**config.mk**
```make
export PLATFORM = sky130hd
export DESIGN_NAME = fwp_ctrl
export DESIGN_NICKNAME = d
export VERILOG_FILES = /design/src/rtl/fwp_pkg.sv /design/src/rtl/fwp_bank_regs.sv /design/src/rtl/fwp_run_status.sv /design/src/rtl/fwp_gate.sv /design/src/rtl/fwp_ctrl.sv
export SDC_FILE = /design/constraint.sdc
export NUM_CORES = 1
export LEC_CHECK = 0
export BUFFER_PORTS_ARGS = -buffer_cell sky130_fd_sc_hd__buf_2
export CORE_MARGIN = 1.5
export CORE_UTILIZATION = 66
export DETAILED_ROUTE_END_ITERATION = 10
export PLACE_DENSITY = 0.87
export SYNTH_ARGS = -nofsm -noshare
export SYNTH_HDL_FRONTEND = slang
export SYNTH_SLANG_ARGS = --single-unit
```
**constraint.sdc**
```tcl
create_clock -name clk -period 39.1 [get_ports clk]
set_input_delay 7.82 -clock clk [delete_from_list [all_inputs] [get_ports clk]]
set_output_delay 7.82 -clock clk [all_outputs]
set_load 0.05 [all_outputs]
```
**src/rtl/fwp_pkg.sv**
```systemverilog
package fwp_pkg;
    localparam int NUM_REQ = 3;

    typedef enum logic [1:0] {
        REQ_EC   = 2'd0,
        REQ_HOST = 2'd1,
        REQ_DBG  = 2'd2
    } req_id_e;

    typedef enum logic [1:0] {
        ST_NONE = 2'd0,
        ST_RO   = 2'd1,
        ST_ALL  = 2'd2
    } prot_stat_e;

    typedef enum logic {
        LK_OPEN   = 1'b0,
        LK_SEALED = 1'b1
    } lock_state_e;
endpackage

```
**src/rtl/fwp_bank_regs.sv**
```systemverilog
// One requester's protect set: byte registers, set-only, cleared by either reset.
module fwp_bank_regs #(
    parameter int NUM_BANKS = 20,
    parameter int ADDR_W    = 2
) (
    input  logic                 clk,
    input  logic                 por_n,
    input  logic                 wrst_n,
    input  logic                 wr_en,
    input  logic [ADDR_W-1:0]    wr_addr,
    input  logic [7:0]           wr_data,
    output logic [NUM_BANKS-1:0] prot_o
);
    localparam int NUM_REGS = (NUM_BANKS + 7) / 8;

    for (genvar r = 0; r < NUM_REGS; r++) begin : g_reg
        // last register holds only the banks that exist
        localparam int W = ((NUM_BANKS - r * 8) < 8) ? (NUM_BANKS - r * 8) : 8;
        logic [W-1:0] byte_q;

        always_ff @(posedge clk or negedge por_n) begin
            if (!por_n) begin
                byte_q <= '0;
            end else if (!wrst_n) begin
                byte_q <= '0;
            end else if (wr_en && (wr_addr == ADDR_W'(r))) begin
                byte_q <= byte_q | wr_data[W-1:0];
            end
        end

        assign prot_o[r*8 +: W] = byte_q;
    end
endmodule

```
**src/rtl/fwp_run_status.sv**
```systemverilog
// Classifies the unbroken run of protected banks starting at bank 0.
module fwp_run_status
    import fwp_pkg::*;
#(
    parameter int NUM_BANKS = 20,
    parameter int RO_BANKS  = 4,
    parameter int PS_BANKS  = 1
) (
    input  logic [NUM_BANKS-1:0] prot_i,
    output prot_stat_e           stat_o
);
    localparam int CNT_W = $clog2(NUM_BANKS + 1);

    logic [CNT_W-1:0] run_len;
    logic             broken;

    always_comb begin
        run_len = '0;
        broken  = 1'b0;
        for (int b = 0; b < NUM_BANKS; b++) begin
            if (!broken && prot_i[b]) begin
                run_len = run_len + 1'b1;
            end else begin
                broken = 1'b1;
            end
        end
    end

    always_comb begin
        if (run_len == CNT_W'(NUM_BANKS)) begin
            stat_o = ST_ALL;
        end else if ((run_len == CNT_W'(RO_BANKS)) ||
                     (run_len == CNT_W'(RO_BANKS + PS_BANKS))) begin
            stat_o = ST_RO;
        end else begin
            stat_o = ST_NONE;
        end
    end
endmodule

```
**src/rtl/fwp_gate.sv**
```systemverilog
// Same-cycle grant/deny for one requester.
module fwp_gate #(
    parameter int NUM_BANKS = 20,
    parameter int BANK_W    = 5
) (
    input  logic                 vld_i,
    input  logic [BANK_W-1:0]    bank_i,
    input  logic [NUM_BANKS-1:0] prot_i,
    input  logic                 all_prot_i,
    output logic                 grant_o,
    output logic                 deny_o
);
    localparam int PAD_W = 1 << BANK_W;

    logic [PAD_W-1:0] prot_pad;
    logic             in_range;
    logic             hit;

    always_comb begin
        prot_pad = PAD_W'(prot_i);
        in_range = ({1'b0, bank_i} < (BANK_W + 1)'(NUM_BANKS));
        hit      = prot_pad[bank_i];
        deny_o   = vld_i && (hit || !in_range || all_prot_i);
        grant_o  = vld_i && !deny_o;
    end
endmodule

```
**src/rtl/fwp_ctrl.sv**
```systemverilog
module fwp_ctrl
    import fwp_pkg::*;
#(
    parameter int NUM_BANKS = 20,
    parameter int RO_BANKS  = 4,
    parameter int PS_BANKS  = 1,
    localparam int NUM_REGS = (NUM_BANKS + 7) / 8,
    localparam int ADDR_W   = $clog2(NUM_REGS + 1),
    localparam int BANK_W   = (NUM_BANKS > 1) ? $clog2(NUM_BANKS) : 1
) (
    input  logic                           clk,
    input  logic                           por_n,
    input  logic                           wrst_n,
    input  logic                           cfg_we,
    input  logic [ADDR_W-1:0]              cfg_addr,
    input  logic [NUM_REQ-1:0]             cfg_sel,
    input  logic [7:0]                     cfg_wdata,
    input  logic [NUM_REQ-1:0]             req_vld,
    input  logic [NUM_REQ-1:0][BANK_W-1:0] req_bank,
    output logic [NUM_REQ-1:0]             req_grant,
    output logic [NUM_REQ-1:0]             req_deny,
    output logic                           stat_ro,
    output logic                           stat_all,
    output logic                           lock_q
);
    localparam logic [ADDR_W-1:0] LOCK_ADDR = ADDR_W'(NUM_REGS);

    lock_state_e                         lk_state_q;
    lock_state_e                         lk_state_d;
    logic                                lock_wr;
    logic                                prot_wr_ok;
    logic [NUM_REQ-1:0][NUM_BANKS-1:0]   prot_sets;
    prot_stat_e                          stat;

    assign lock_wr = cfg_we && (cfg_addr == LOCK_ADDR);

    // Lock state register: only the power-on reset returns it to open.
    always_ff @(posedge clk or negedge por_n) begin
        if (!por_n) begin
            lk_state_q <= LK_OPEN;
        end else begin
            lk_state_q <= lk_state_d;
        end
    end

    // Next state and outputs of the lock machine.
    always_comb begin
        lk_state_d = lk_state_q;
        lock_q     = 1'b0;
        prot_wr_ok = 1'b0;
        unique case (lk_state_q)
            LK_OPEN: begin
                prot_wr_ok = cfg_we && (cfg_addr < LOCK_ADDR);
                if (lock_wr && cfg_wdata[0]) begin
                    lk_state_d = LK_SEALED;
                end
            end
            LK_SEALED: begin
                lock_q = 1'b1;
            end
            default: lk_state_d = LK_OPEN;
        endcase
    end

    for (genvar i = 0; i < NUM_REQ; i++) begin : g_req
        fwp_bank_regs #(
            .NUM_BANKS (NUM_BANKS),
            .ADDR_W    (ADDR_W)
        ) u_regs (
            .clk     (clk),
            .por_n   (por_n),
            .wrst_n  (wrst_n),
            .wr_en   (prot_wr_ok && cfg_sel[i]),
            .wr_addr (cfg_addr),
            .wr_data (cfg_wdata),
            .prot_o  (prot_sets[i])
        );

        fwp_gate #(
            .NUM_BANKS (NUM_BANKS),
            .BANK_W    (BANK_W)
        ) u_gate (
            .vld_i      (req_vld[i]),
            .bank_i     (req_bank[i]),
            .prot_i     (prot_sets[i]),
            .all_prot_i (stat_all),
            .grant_o    (req_grant[i]),
            .deny_o     (req_deny[i])
        );
    end

    fwp_run_status #(
        .NUM_BANKS (NUM_BANKS),
        .RO_BANKS  (RO_BANKS),
        .PS_BANKS  (PS_BANKS)
    ) u_stat (
        .prot_i (prot_sets[REQ_EC]),
        .stat_o (stat)
    );

    assign stat_ro  = (stat == ST_RO);
    assign stat_all = (stat == ST_ALL);
endmodule

```
# After elaboration in Yosys (flattened, before gate mapping)
# Cells that the tools add are included.
# totals
input_bits	35
ff_bits	61
output_inout_bits	9
wordCells	203
# op_classes
n_addsub	19
n_reduce_logical	72
n_eq_ne	17
muxes	69
n_lt_le_gt_ge	7
n_bitwise	9
# op_table
op	n
$mux 8	12
$add 5x1->5 const B	19
$mux 5	19
$or 8x8->8	6
$logic_and 1x1->1	40
$mux 1	28
$logic_not 1->1	24
$mux 4	6
$lt 5x6->1 const B	3
$ne 2x1->1 const B	9
$bmux 1 s5	3
$lt 5x5->1 const B	3
$or 4x4->4	3
$eq 5x3->1 const B	2
$logic_or 1x1->1	7
$eq 2x2->1 const B	3
$eq 5x5->1 const B	1
$eq 2x1->1 const B	2
$logic_not 2->1	1
$lt 2x2->1 const B	1
$mux 2	1

# Depth between registers and ports, before layout
# Gate-level depths: netlist of run 1.
# depth
ltp_word	65
ltp_mapped	63
depth_no_buf	62

# Modules after synthesis
# From an unflattened synthesis of run 1, not the netlist that was laid out.
# unflattened
cells_unflattened	585
area_unflattened_um2	5208.7
# by_module_without_submodules
mod	cells_each	area_per_inst_um2	n_inst	seq_area_each_um2
fwp_run_status	301	1999.4	1	0.0
fwp_bank_regs (g_req[1].u_regs ...)	70	863.3	2	500.5
fwp_bank_regs (g_req[0].u_regs)	73	767.0	1	500.5
fwp_gate	21	211.5	3	0.0
fwp_ctrl	8	81.3	1	25.0

# Worst setup path before layout of run 1
# No wires, ideal clock.
# synth_timing
path_type	register to output
from	reg g_req[0].u_regs.g_reg[0].byte_q[0]
to	out req_deny[2]
n_path_buf	2
required_ps	31280
stages_incl_launch_ff	64
arrival_time_ps	11058
setup_slack_ps	20222
cell_sequence	dfrtp_1 -> clkbuf_1 -> nor2b_1 -> ha_1 -> o21a_1 -> ha_1 -> mux2i_1 -> a21oi_1 -> ha_1 -> a21o_1 -> ha_1 -> mux2i_1 -> a21oi_1 -> ha_1 -> mux2i_1 -> nand2_1 -> a31o_2 -> ha_1 -> [28 not listed] -> nand2_1 -> ha_1 -> mux2i_1 -> o21ai_0 -> ha_1 -> mux2i_1 -> nor2_1 -> a21oi_1 -> o21ai_0 -> ha_1 -> and2_1 -> maj3_2 -> nand4_1 -> nor2_2 -> xnor2_1 -> nor3_1 -> a2111oi_1 -> buf_4
# synth_via
elab_chain_len	63
word_cells_on_any_way	104
cone_classes	add/sub (19); eq/ne (4); mux (41); reduce/logical (40)
# synth_lines
element	line	text
start, declared	fwp_bank_regs.sv:19	logic [W-1:0] byte_q;
start signal, assigned	fwp_bank_regs.sv:27	byte_q <= byte_q | wr_data[W-1:0];
branches (longest 55 deep; another with $add 5x1->5)	n/a	
$mux 5 (*)	fwp_run_status.sv:21	if (!broken && prot_i[b]) begin
$eq 5x3->1, on equally long branches	fwp_run_status.sv:32, fwp_run_status.sv:33	
$logic_or 1x1->1	fwp_run_status.sv:32	end else if ((run_len == CNT_W'(RO_BANKS)) ||
$mux 1	fwp_run_status.sv:32	
$mux 2 (*)	fwp_run_status.sv:30	if (run_len == CNT_W'(NUM_BANKS)) begin
$eq 2x2->1 (*)	fwp_ctrl.sv:102	assign stat_all = (stat == ST_ALL);
$logic_or 1x1->1 (*)	fwp_gate.sv:23	deny_o = vld_i && (hit || !in_range || all_prot_i);
$logic_and 1x1->1 (*)	fwp_gate.sv:23	
end, declared	fwp_ctrl.sv:21	output logic [NUM_REQ-1:0] req_deny,
# Every way passes the cells marked *.

# Final worst setup path of run 1
# layout_timing
from	reg g_req[0].u_regs.g_reg[0].byte_q[1]
to	out req_deny[1]
# layout_via
elab_chain_len	63
word_cells_on_any_way	101
cone_classes	add/sub (18); eq/ne (4); mux (39); reduce/logical (40)
# layout_lines
element	line
$logic_and 1x1->1 (*)	fwp_run_status.sv:21
branches (longest 54 deep; another with $add 5x1->5)	n/a
$mux 5 (*)	fwp_run_status.sv:21
$eq 5x3->1, on equally long branches	fwp_run_status.sv:32, fwp_run_status.sv:33
$logic_or 1x1->1	fwp_run_status.sv:32
$mux 1	fwp_run_status.sv:32
$mux 2 (*)	fwp_run_status.sv:30
$eq 2x2->1 (*)	fwp_ctrl.sv:102
$logic_or 1x1->1 (*)	fwp_gate.sv:23
$logic_and 1x1->1 (*)	fwp_gate.sv:23
# Marked as above.

==> results of run 1 <==
-- area by class of cell --
type / count / area (sq um)
clock buffers: 12 / 155.1
clock inverters: 2 / 10.01
fillers: 588 / 2079
inverters: 23 / 86.33
multi-input cells: 520 / 3640
flip-flops and latches: 61 / 1526
well taps: 102 / 127.6
repair buffers: 44 / 222.7
-- worst min path at each step --
stage	start	to	slack, ns	depth (start not counted)
6_report	g_req[2].u_regs.g_reg[1].byte_q[2]	g_req[2].u_regs.g_reg[1].byte_q[2]	0.52	2
5_1_grt	lk_state_q	lk_state_q	0.54	1
4_1_cts	g_req[2].u_regs.g_reg[1].byte_q[4]	g_req[2].u_regs.g_reg[1].byte_q[4]	0.52	2
3_5_place_dp	g_req[2].u_regs.g_reg[2].byte_q[1]	g_req[2].u_regs.g_reg[2].byte_q[1]	0.51	2
3_3_place_gp	lk_state_q	lk_state_q	0.47	1
2_1_floorplan	g_req[1].u_regs.g_reg[0].byte_q[2]	g_req[1].u_regs.g_reg[0].byte_q[2]	0.48	2
-- per-stage QoR --
step / setup WS, ns / total power [mW] / util [%] / instances
floorplan: 20.22 / 0.07166 / - / 649
global placement: 19.76 / 0.07642 / 71.40 / 750
detailed placement: 19.19 / 0.07667 / 71.40 / 750
CTS: 18.77 / 0.1243 / 73.50 / 764
global route: 17.71 / 0.1272 / 73.50 / 764
finish: 18.55 / 0.1239 / 73.50 / 764
-- cell families after synthesis --
| kind of cell | count (synthesis) | synth area share [%] |
|---|---|---|
| compound gates | 166 | 19.32 |
| flops | 61 | 27.96 |
| mux | 30 | 9.670 |
| simple gates | 266 | 26.51 |
| fa+ha+maj | 20 | 4.514 |
| xor+xnor | 38 | 6.645 |
| buf+inv | 68 | 5.385 |
-- layer usage --
layer  share of wire [%]  track usage (%)  routed length (um)
met1                  42            44.34                5735
met2                  48            54.59                6590
met3                 6.8            3.964                 933
met4                 3.1            12.19                 420
met5                   0                0                   0
-- layout by cell type (no fill, tap or decap), drive strengths merged, types with 12 or more instances in the layout --
master  Yosys  final
a21oi      86     86
buf        10     44
clkbuf     35     12
dfrtp      61     61
ha         18     18
inv        23     23
mux4       18     18
nand2      52     52
nand3      15     15
nor2       47     47
nor2b      65     65
nor3       21     21
o21ai      23     23
xnor2      20     20
xor2       17     17
-- state kept, by name, summed over array words and instances (netlist names) --
name,flops
lk_state_q,1
g_req.u_regs.g.byte_q,60
-- power breakdown --
group | total [mW] | internal [mW] | switching [mW]
clock | 0.0483 | 0.0255 | 0.0227
sequential | 0.0636 | 0.0634 | 0.000281
combinational | 0.0120 | 0.00414 | 0.00781
-- worst reg2reg max path, stage by stage (launching register included) --
cell and delay, ns:
dfrtp_1 0.40, nor2b_1 0.25, nand2_1 0.15, nor3_1 0.69
a21oi_1 0.19, nor2b_1 0.16
==> metrics.csv, run 1 <==
metric,value,unit
status,finished clean,
first-iteration detailed-routing DRC count,388,
layout cells sized above 1,15.11,%
LEAKAGE,2.322,nW
Num Clock Sinks,61,
synthesized instance count,649,
IO buf count,43,
CP Depth,63,
first-pass GRT wire length,22.78,mm
Post-Syn Nets,702,
post-DR vias/cell,6.649,
vias in the first global route,4753,
CP peak stage delay,0.52,ns
die area,8828,sq um
#FFs+latches synth,61,
"Setup violations, final",0,
VDD IR max,0.03059,mV
"critical path fanouts, max",12,
Synth Area per Inst,8.413,sq um
RSZ-0062 raised after global routing,no,
core area,7848,sq um
register clock-pin slew on the reported worst setup and hold paths,0.06,ns
num rows,32,
setup_tns,0,ns
Synth Cell Area,5460,sq um
PostCTS Resize Cnt,0,
sequential fraction of the synthesis area,27.96,%
Initial Utilization,69.58,%
clk buf depth,2,
Ys Warns,0,
worst path required time,31.28,ns
reg2reg end,g_req[1].u_regs.g_reg[0].byte_q[6],
routed len/inst,17.90,um
Crit-path slowest cell,dfrtp_1,
Post-route DRC,0,
CP Class,flip-flop to output pin,
Placement Cell Area,5603,sq um
reg2reg start,lk_state_q,
clk root buf,clkbuf_8,
Worst setup startpoint,g_req[0].u_regs.g_reg[0].byte_q[1],
Skew-Pair Late Insertion Delay,0.34,ns
area delta synth->final,5.637,%
CP bufs+invs,2,
Pre-Repair DR Iteration Count,5,
fin. max-slew vios,0,
Area contributors post-synth,"dfrtp_1 (28%), a21oi_1 (7.8%), nor2b_1 (7.4%)",
Worst Clk Skew,0.006689,ns
Final Hold Viols,0,
H-tree level count,3,
chip width,93.96,um
"EDFF count, synth",0,
Worst setup endpoint,req_deny[1],
"most used cell, CP",ha_1,
post-synth top area cell,dfrtp_1,
Placer Congestion,1.009,
DP HPWL,10.06,mm
top-count cell post-synth,a21oi_1,
global route overflow,0,
Fmax,48.66,MHz
WHS,0.5212,ns
antenna cells,0,
power density over the cells,21.47,nW/um^2
crit start category,flip-flop,
final WL,13.68,mm
Finished Cell Area,5768,sq um
vias,5080,
Reg2Reg Depth,5,
CTS tree,built,
Final Cycle Share,52.56,%
Rel. slew slack,41.11,%
# IOs,44,
largest net degree at the start of global routing,62,
Netlist cell types,74,
ANT nets after route,0,
Nets,712,
# hold bufs at CTS,0,
CTS buffer count,9,
min Tclk post-route,20.55,ns
initial antenna violation count,0,
crit path DAT,12.73,ns
postcts setup bufs,0,
max-cap viol count,0,
ys async rst share,100.0,%
chip height,93.96,um
Crit. End Element,output pin,
Worst Max-Slew Pin Slew,0.8766,ns
hold crit path type,flip-flop to flip-flop,
global-route usage over all layers,32.89,%
leading cell types by count after synthesis,"a21oi_1 (85), nor2b_1 (65), dfrtp_1 (61), nand2_1 (52), nor2_1 (46)",
"Top FF cell, synth",dfrtp_1,
top cell type's share of synthesized area,27.96,%
Crit path max-delay family,adder cells,
r2r setup slk,37.19,ns
(Power assumes the default switching activity.)
==> run 2: changes to the inputs <==
Settings changed: ABC_AREA set to 1, CORE_UTILIZATION 66 to 54, PLACE_DENSITY 0.87 to 0.77.
Clock period 39.1 ns to 17.3 ns, I/O delays scaled along.
==> run 2 against run 1 <==
Via count fell by 15%. Largest cell class unchanged. Final cell count rose by 7.5%. Total power rose by 150%. Critical path type unchanged. Die area rose by 2.1%. Largest power group unchanged. Clock skew fell by 0.0025 ns. Non-clock buffer count rose by 1. Register-to-register slack got worse by 21 ns. Wire length fell by 26%.
==> metrics.csv, run 2 <==
metric,value,unit,change
most frequent cells in the layout,"nand2_1 (162), inv_1 (95), a21oi_1 (90)",,
max reg flops,60,,unchanged
Worst setup startpoint,g_req[0].u_regs.g_reg[0].byte_q[1],,
Reg2Reg Depth,5,,unchanged
Crit-path slowest cell,dfrtp_1,,
antenna cells,0,,unchanged
Initial Utilization,55.54,%,-14 points
Post-route DRC,0,,unchanged
ys async rst share,100.0,%,unchanged
Synth Area per Inst,6.760,sq um,-20%
register clock-pin slew on the reported worst setup and hold paths,0.06,ns,about the same
clock network power share,43.8,%,+4.8 points
Place WS,3.764,ns,-15.43 ns
Worst Max-Slew Pin Slew,0.7386,ns,-0.1380 ns
Pint,234.6,uW,+150%
# IOs,44,,unchanged
sequential fraction of the synthesis area,33.45,%,+5.5 points
global route overflow,0,,unchanged
core area,8217,sq um,+4.7%
Comb pwr share,9.9,%,+0.2 points
# hold bufs at CTS,0,,unchanged
Placer Congestion,0.8919,,-12%
Finished Cell Area,5044,sq um,-13%
"Setup violations, final",0,,unchanged
Sw Pwr,74.93,uW,+140%
IO buf count,43,,unchanged
"EDFF count, synth",0,,unchanged
DP HPWL,7.703,mm,-23%
die area,9011,sq um,+2.1%
global-route usage over all layers,24.48,%,-8.4 points
Worst Clk Skew,0.004235,ns,-0.002453 ns
fin. max-slew vios,0,,unchanged
CP Class,flip-flop to output pin,,
Sw Ratio,24.21,%,-0.69 points
post-DR vias/cell,5.246,,-21%
Placement Cell Area,4831,sq um,-14%
setup_tns,0,ns,unchanged
chip height,94.93,um,+1.0%
post-synth top area cell,dfrtp_1,,
CP Depth,71,,+13%
postcts setup bufs,0,,unchanged
H-tree level count,3,,unchanged
Hold Path Stages,2,,unchanged
max-cap viol count,0,,unchanged
Crit path max-delay family,adder cells,,
CTS tree,built,,
LEAKAGE,2.717,nW,+17%
num rows,33,,+3.1%
largest net degree at the start of global routing,62,,unchanged
Ys Warns,0,,unchanged
Final Hold Viols,0,,unchanged
WHS,0.4894,ns,-0.03174 ns
status,finished clean,,
vias,4307,,-15%
PostCTS Resize Cnt,0,,unchanged
hold_sp,g_req[1].u_regs.g_reg[0].byte_q[5],,
Netlist cell types,36,,-51%
"Most flops, register",g_req.u_regs.g.byte_q,,
CP peak stage delay,0.42,ns,-0.10 ns
"most used cell, CP",nand2_1,,
final core occ,61.38,%,-12 points
Final Cycle Share,80.78,%,
vias in the first global route,4045,,-15%
Flop pwr share,46.3,%,-5.1 points
leading cell types by count after synthesis,"nand2_1 (162), inv_1 (95), a21oi_1 (90), nor2_1 (73), dfrtp_1 (61)",,
reg2reg start,lk_state_q,,
Area contributors post-synth,"dfrtp_1 (33%), nand2_1 (13%), a21oi_1 (9.9%)",,
hold crit path type,flip-flop to flip-flop,,
crit path DAT,10.51,ns,-2.22 ns
first-pass GRT wire length,17.52,mm,-23%
CTS buffer count,9,,unchanged
top cell type's share of synthesized area,33.45,%,+5.5 points
RSZ-0062 raised after global routing,no,,
ANT nets after route,0,,unchanged
power density over the cells,61.38,nW/um^2,+190%
area delta synth->final,10.53,%,
final WL,10.16,mm,-26%
crit start category,flip-flop,,
clk root buf,clkbuf_8,,
Regs by FF count,"g_req.u_regs.g.byte_q: 60 flops, lk_state_q: 1 flops",,
layout cells sized above 1,13.55,%,-1.6 points
Crit. End Element,output pin,,
"Top FF cell, synth",dfrtp_1,,
Synth Cell Area,4563,sq um,-16%
Rel. slew slack,50.76,%,+9.6 points
"critical path fanouts, max",7,,-5
synthesized instance count,675,,+4.0%
Skew-Pair Late Insertion Delay,0.34,ns,about the same
Post-Syn Nets,728,,+3.7%
routed len/inst,12.37,um,-31%
Fmax,71.56,MHz,
initial antenna violation count,0,,unchanged
top-count cell post-synth,nand2_1,,
worst path required time,13.84,ns,-17.44 ns
Pre-Repair DR Iteration Count,5,,unchanged
first-iteration detailed-routing DRC count,146,,-62%
chip width,94.93,um,+1.0%
CP bufs+invs,11,,+9
Num Clock Sinks,61,,unchanged
VDD IR max,0.07845,mV,+160%
"most common cell after layout, fill and taps aside",nand2_1,,
#FFs+latches synth,61,,unchanged
Nets,765,,+7.4%
Filler cells,757,,+29%
clk buf depth,2,,unchanged
final setup margin,3.326,ns,-15.22 ns
min Tclk post-route,13.97,ns,
-- run 2: cell types whose count changed after synthesis, moves of 10 or more --
cell      change
clkbuf_1     -25
inv_1        +72
mux2i_1      -10
mux4_2       -18
nand2_1     +110
nand3_1      +29
nor2_1       +27
nor2_4       +11
nor2b_1      -65
nor3_1       -15
o21ai_0      +10
xnor2_1      -15
xor2_1       -13
-- run 2: layout make-up --
class	instances	area (sq um)	share of cell area [%]
sequential	61	1526	30.27
clock inverter	5	75.07	1.488
multi-input combinational	481	2500	49.57
timing repair buffer	45	230.2	4.565
tap	105	131.4	2.605
clock buffer	10	137.6	2.729
inverter	114	442.9	8.782
-- run 2: per-layer routing --
metal	GRT usage [%]	wire, um	vias up
met2	40.89	4815	110
met5	0	0	-
met3	4.267	597	9
met4	8.582	102	0
li1	-	-	2243
met1	31.80	4640	1945
-- run 2: cells by family after synthesis --
family	share of synthesized area, %
fa+ha+maj	4.936
buf+inv	11.76
compound gates	15.55
flops	33.45
xor+xnor	1.344
simple gates	32.96
-- run 2: worst paths after layout --
| path | to | slack (ns) |
|---|---|---|
| worst max-delay path | req_deny[2] | 3.33 |
| worst min-delay path | g_req[1].u_regs.g_reg[0].byte_q[5] | 0.49 |
| worst max register to register | g_req[1].u_regs.g_reg[0].byte_q[0] | 15.81 |
| worst min register to register | g_req[1].u_regs.g_reg[0].byte_q[5] | 0.49 |
| max in group asynchronous | g_req[2].u_regs.g_reg[0].byte_q[7] | 13.55 |
| min in group asynchronous | g_req[1].u_regs.g_reg[1].byte_q[0] | 3.28 |
-- run 2: worst min-delay path, stage by stage, from the launching register on --
cell and delay (ns):
dfrtp_1 0.34, a21oi_1 0.04, nor2_1 0.07
-- run 2: power by group through the flow --
stage                     clock network (mW)  registers, mW  logic [mW]
after floorplan                            0          0.146      0.0180
after global placement                     0          0.146      0.0302
after detailed placement                   0          0.146      0.0307
after CTS                              0.139          0.143      0.0307
after global routing                   0.144          0.143      0.0338
final                                  0.136          0.143      0.0307
-- run 2: stage by stage --
step	power, mW	std cells
final	0.3096	821
after global routing	0.3209	821
after CTS	0.3128	821
after detailed placement	0.1766	806
after global placement	0.1762	806
after floorplan	0.1644	675
==> run 3: changes to the inputs <==
Settings changed: CORE_UTILIZATION 54 to 60, PLACE_DENSITY 0.77 to 0.81.
Clock period 17.3 ns to 14.5 ns, I/O delays scaled along.
==> run 3 against run 2 <==
Non-clock buffer count stayed put. First-iteration DRC count is 30% higher. Sequential power is 20% higher. Setup slack worse by 2.3 ns. Core utilization is 6.9 points higher. Sequential cell count stayed put. Via count is 1.8% higher. Largest cell class unchanged. Clock skew hardly changed. Combinational power is 20% higher. Global-route usage is 2.8 points higher. Hold slack better by 0.0075 ns. Wire length is 0.12% higher.
==> metrics.csv, run 3 (synthesized netlist as in run 2, its figures left out) <==
metric,value,unit,change
Fmax,74.40,MHz,
Total Power,333.4,uW,+7.7%
# IOs,44,,unchanged
Crit. End Element,output pin,,
post-DR vias/cell,5.378,,+2.5%
Nets,765,,unchanged
first-iteration detailed-routing DRC count,190,,+30%
# hold bufs at CTS,0,,unchanged
Regs by FF count,"g_req.u_regs.g.byte_q: 60 flops, lk_state_q: 1 flops",,
Final Cycle Share,92.69,%,
Placer Congestion,0.8459,,-5.2%
routed len/inst,12.47,um,+0.86%
Crit-path slowest cell,dfrtp_1,,
Worst Max-Slew Pin Slew,0.7578,ns,+0.01912 ns
ANT nets after route,0,,unchanged
"Most flops, register",g_req.u_regs.g.byte_q,,
CTS buffer count,9,,unchanged
Post-route DRC,0,,unchanged
DP HPWL,7.632,mm,-0.93%
register clock-pin slew on the reported worst setup and hold paths,0.06,ns,about the same
clk root buf,clkbuf_8,,
final WL,10.17,mm,+0.12%
first-pass GRT wire length,18.46,mm,+5.4%
Final Hold Viols,0,,unchanged
chip height,90.21,um,-5.0%
Rel. slew slack,49.48,%,-1.3 points
global-route usage over all layers,27.26,%,+2.8 points
CP peak stage delay,0.42,ns,about the same
vias in the first global route,4381,,+8.3%
power density over the cells,66.91,nW/um^2,+9.0%
RSZ-0062 raised after global routing,no,,
min Tclk post-route,13.44,ns,
CP Class,flip-flop to output pin,,
"Setup violations, final",0,,unchanged
setup_tns,0,ns,unchanged
Initial Utilization,62.58,%,+7.0 points
layout cells sized above 1,13.13,%,-0.42 points
VDD IR max,0.07504,mV,-4.3%
"critical path fanouts, max",7,,unchanged
Num Clock Sinks,61,,unchanged
die area,8137,sq um,-9.7%
fin. max-slew vios,0,,unchanged
area delta synth->final,9.186,%,
LEAKAGE,2.688,nW,-1.1%
Pre-Repair DR Iteration Count,5,,unchanged
PostCTS Resize Cnt,0,,unchanged
crit start category,flip-flop,,
antenna cells,0,,unchanged
core area,7292,sq um,-11%
"most common cell after layout, fill and taps aside",nand2_1,,
Skew-Pair Late Insertion Delay,0.34,ns,about the same
initial antenna violation count,0,,unchanged
CTS tree,built,,
hold crit path type,flip-flop to flip-flop,,
chip width,90.21,um,-5.0%
Filler cells,655,,-13%
max reg flops,60,,unchanged
global route overflow,0,,unchanged
IO buf count,43,,unchanged
clk buf depth,2,,unchanged
crit path DAT,10.54,ns,+0.03 ns
max-cap viol count,0,,unchanged
num rows,31,,-6.1%
status,finished clean,,
postcts setup bufs,0,,unchanged
vias,4383,,+1.8%
WHS,0.4969,ns,+0.007508 ns
"most used cell, CP",nand2_1,,
most frequent cells in the layout,"nand2_1 (162), inv_1 (95), a21oi_1 (90)",,
worst path required time,11.60,ns,-2.24 ns
largest net degree at the start of global routing,62,,unchanged
Worst Clk Skew,0.004103,ns,-0.0001323 ns
H-tree level count,3,,unchanged
-- run 3: final timing paths --
path / startpoint / to / slack (ns) / cells past startpoint
setup reg to reg: lk_state_q / g_req[1].u_regs.g_reg[0].byte_q[6] / 13.00 / 5
min in group asynchronous: por_n / g_req[2].u_regs.g_reg[1].byte_q[1] / 2.70 / 2
setup / recovery: g_req[0].u_regs.g_reg[0].byte_q[1] / req_deny[2] / 1.06 / 71
hold reg to reg: g_req[2].u_regs.g_reg[1].byte_q[7] / g_req[2].u_regs.g_reg[1].byte_q[7] / 0.50 / 2
max in group asynchronous: por_n / g_req[0].u_regs.g_reg[2].byte_q[1] / 11.28 / 2
hold / removal: g_req[2].u_regs.g_reg[1].byte_q[7] / g_req[2].u_regs.g_reg[1].byte_q[7] / 0.50 / 2
-- run 3: area by class of cell --
type | instances | area, sq um | area share, %
flip-flops and latches | 61 | 1526 | 30.64
multi-input cells | 481 | 2500 | 50.18
clock buffers | 13 | 148.9 | 2.988
inverters | 114 | 442.9 | 8.890
well taps | 99 | 123.9 | 2.486
clock inverters | 2 | 10.01 | 0.2009
repair buffers | 45 | 230.2 | 4.621
-- run 3: report_power, final --
part	switching [mW]	internal, mW
registers	0.000301	0.171
logic	0.0272	0.00971
clock network	0.0601	0.0652
total	0.0877	0.246
-- run 3: through the flow --
stage | std cells | utilization, % | cell area [sq um] | setup slack [ns]
final | 815 | 68.33 | 4982 | 1.060
after global routing | 815 | 68.33 | 4982 | 0.07385
after CTS | 815 | 68.33 | 4982 | 1.084
after detailed placement | 800 | 66.15 | 4823 | 1.489
after global placement | 800 | 66.15 | 4823 | 1.996
after floorplan | 675 | - | 4563 | 2.078
-- run 3: critical path: cells and delay by family, from the launching register on --
| family | cells | cell delay, ns |
|---|---|---|
| adder cells (fa/ha/maj) | 18 | 4.80 |
| buffers and inverters | 11 | 0.85 |
| AO/OA/AOI/OAI | 2 | 0.35 |
| AND/OR/NAND/NOR | 40 | 3.79 |
| flip-flops | 1 | 0.42 |
-- run 3: layer usage --
metal  global-route usage (%)  routed length (um)  vias up
li1                         -                   -     2242
met1                    32.70                4440     2004
met2                    49.43                5002      119
met3                    3.553                 536       18
met4                    10.32                 188        0
met5                        0                   0        -
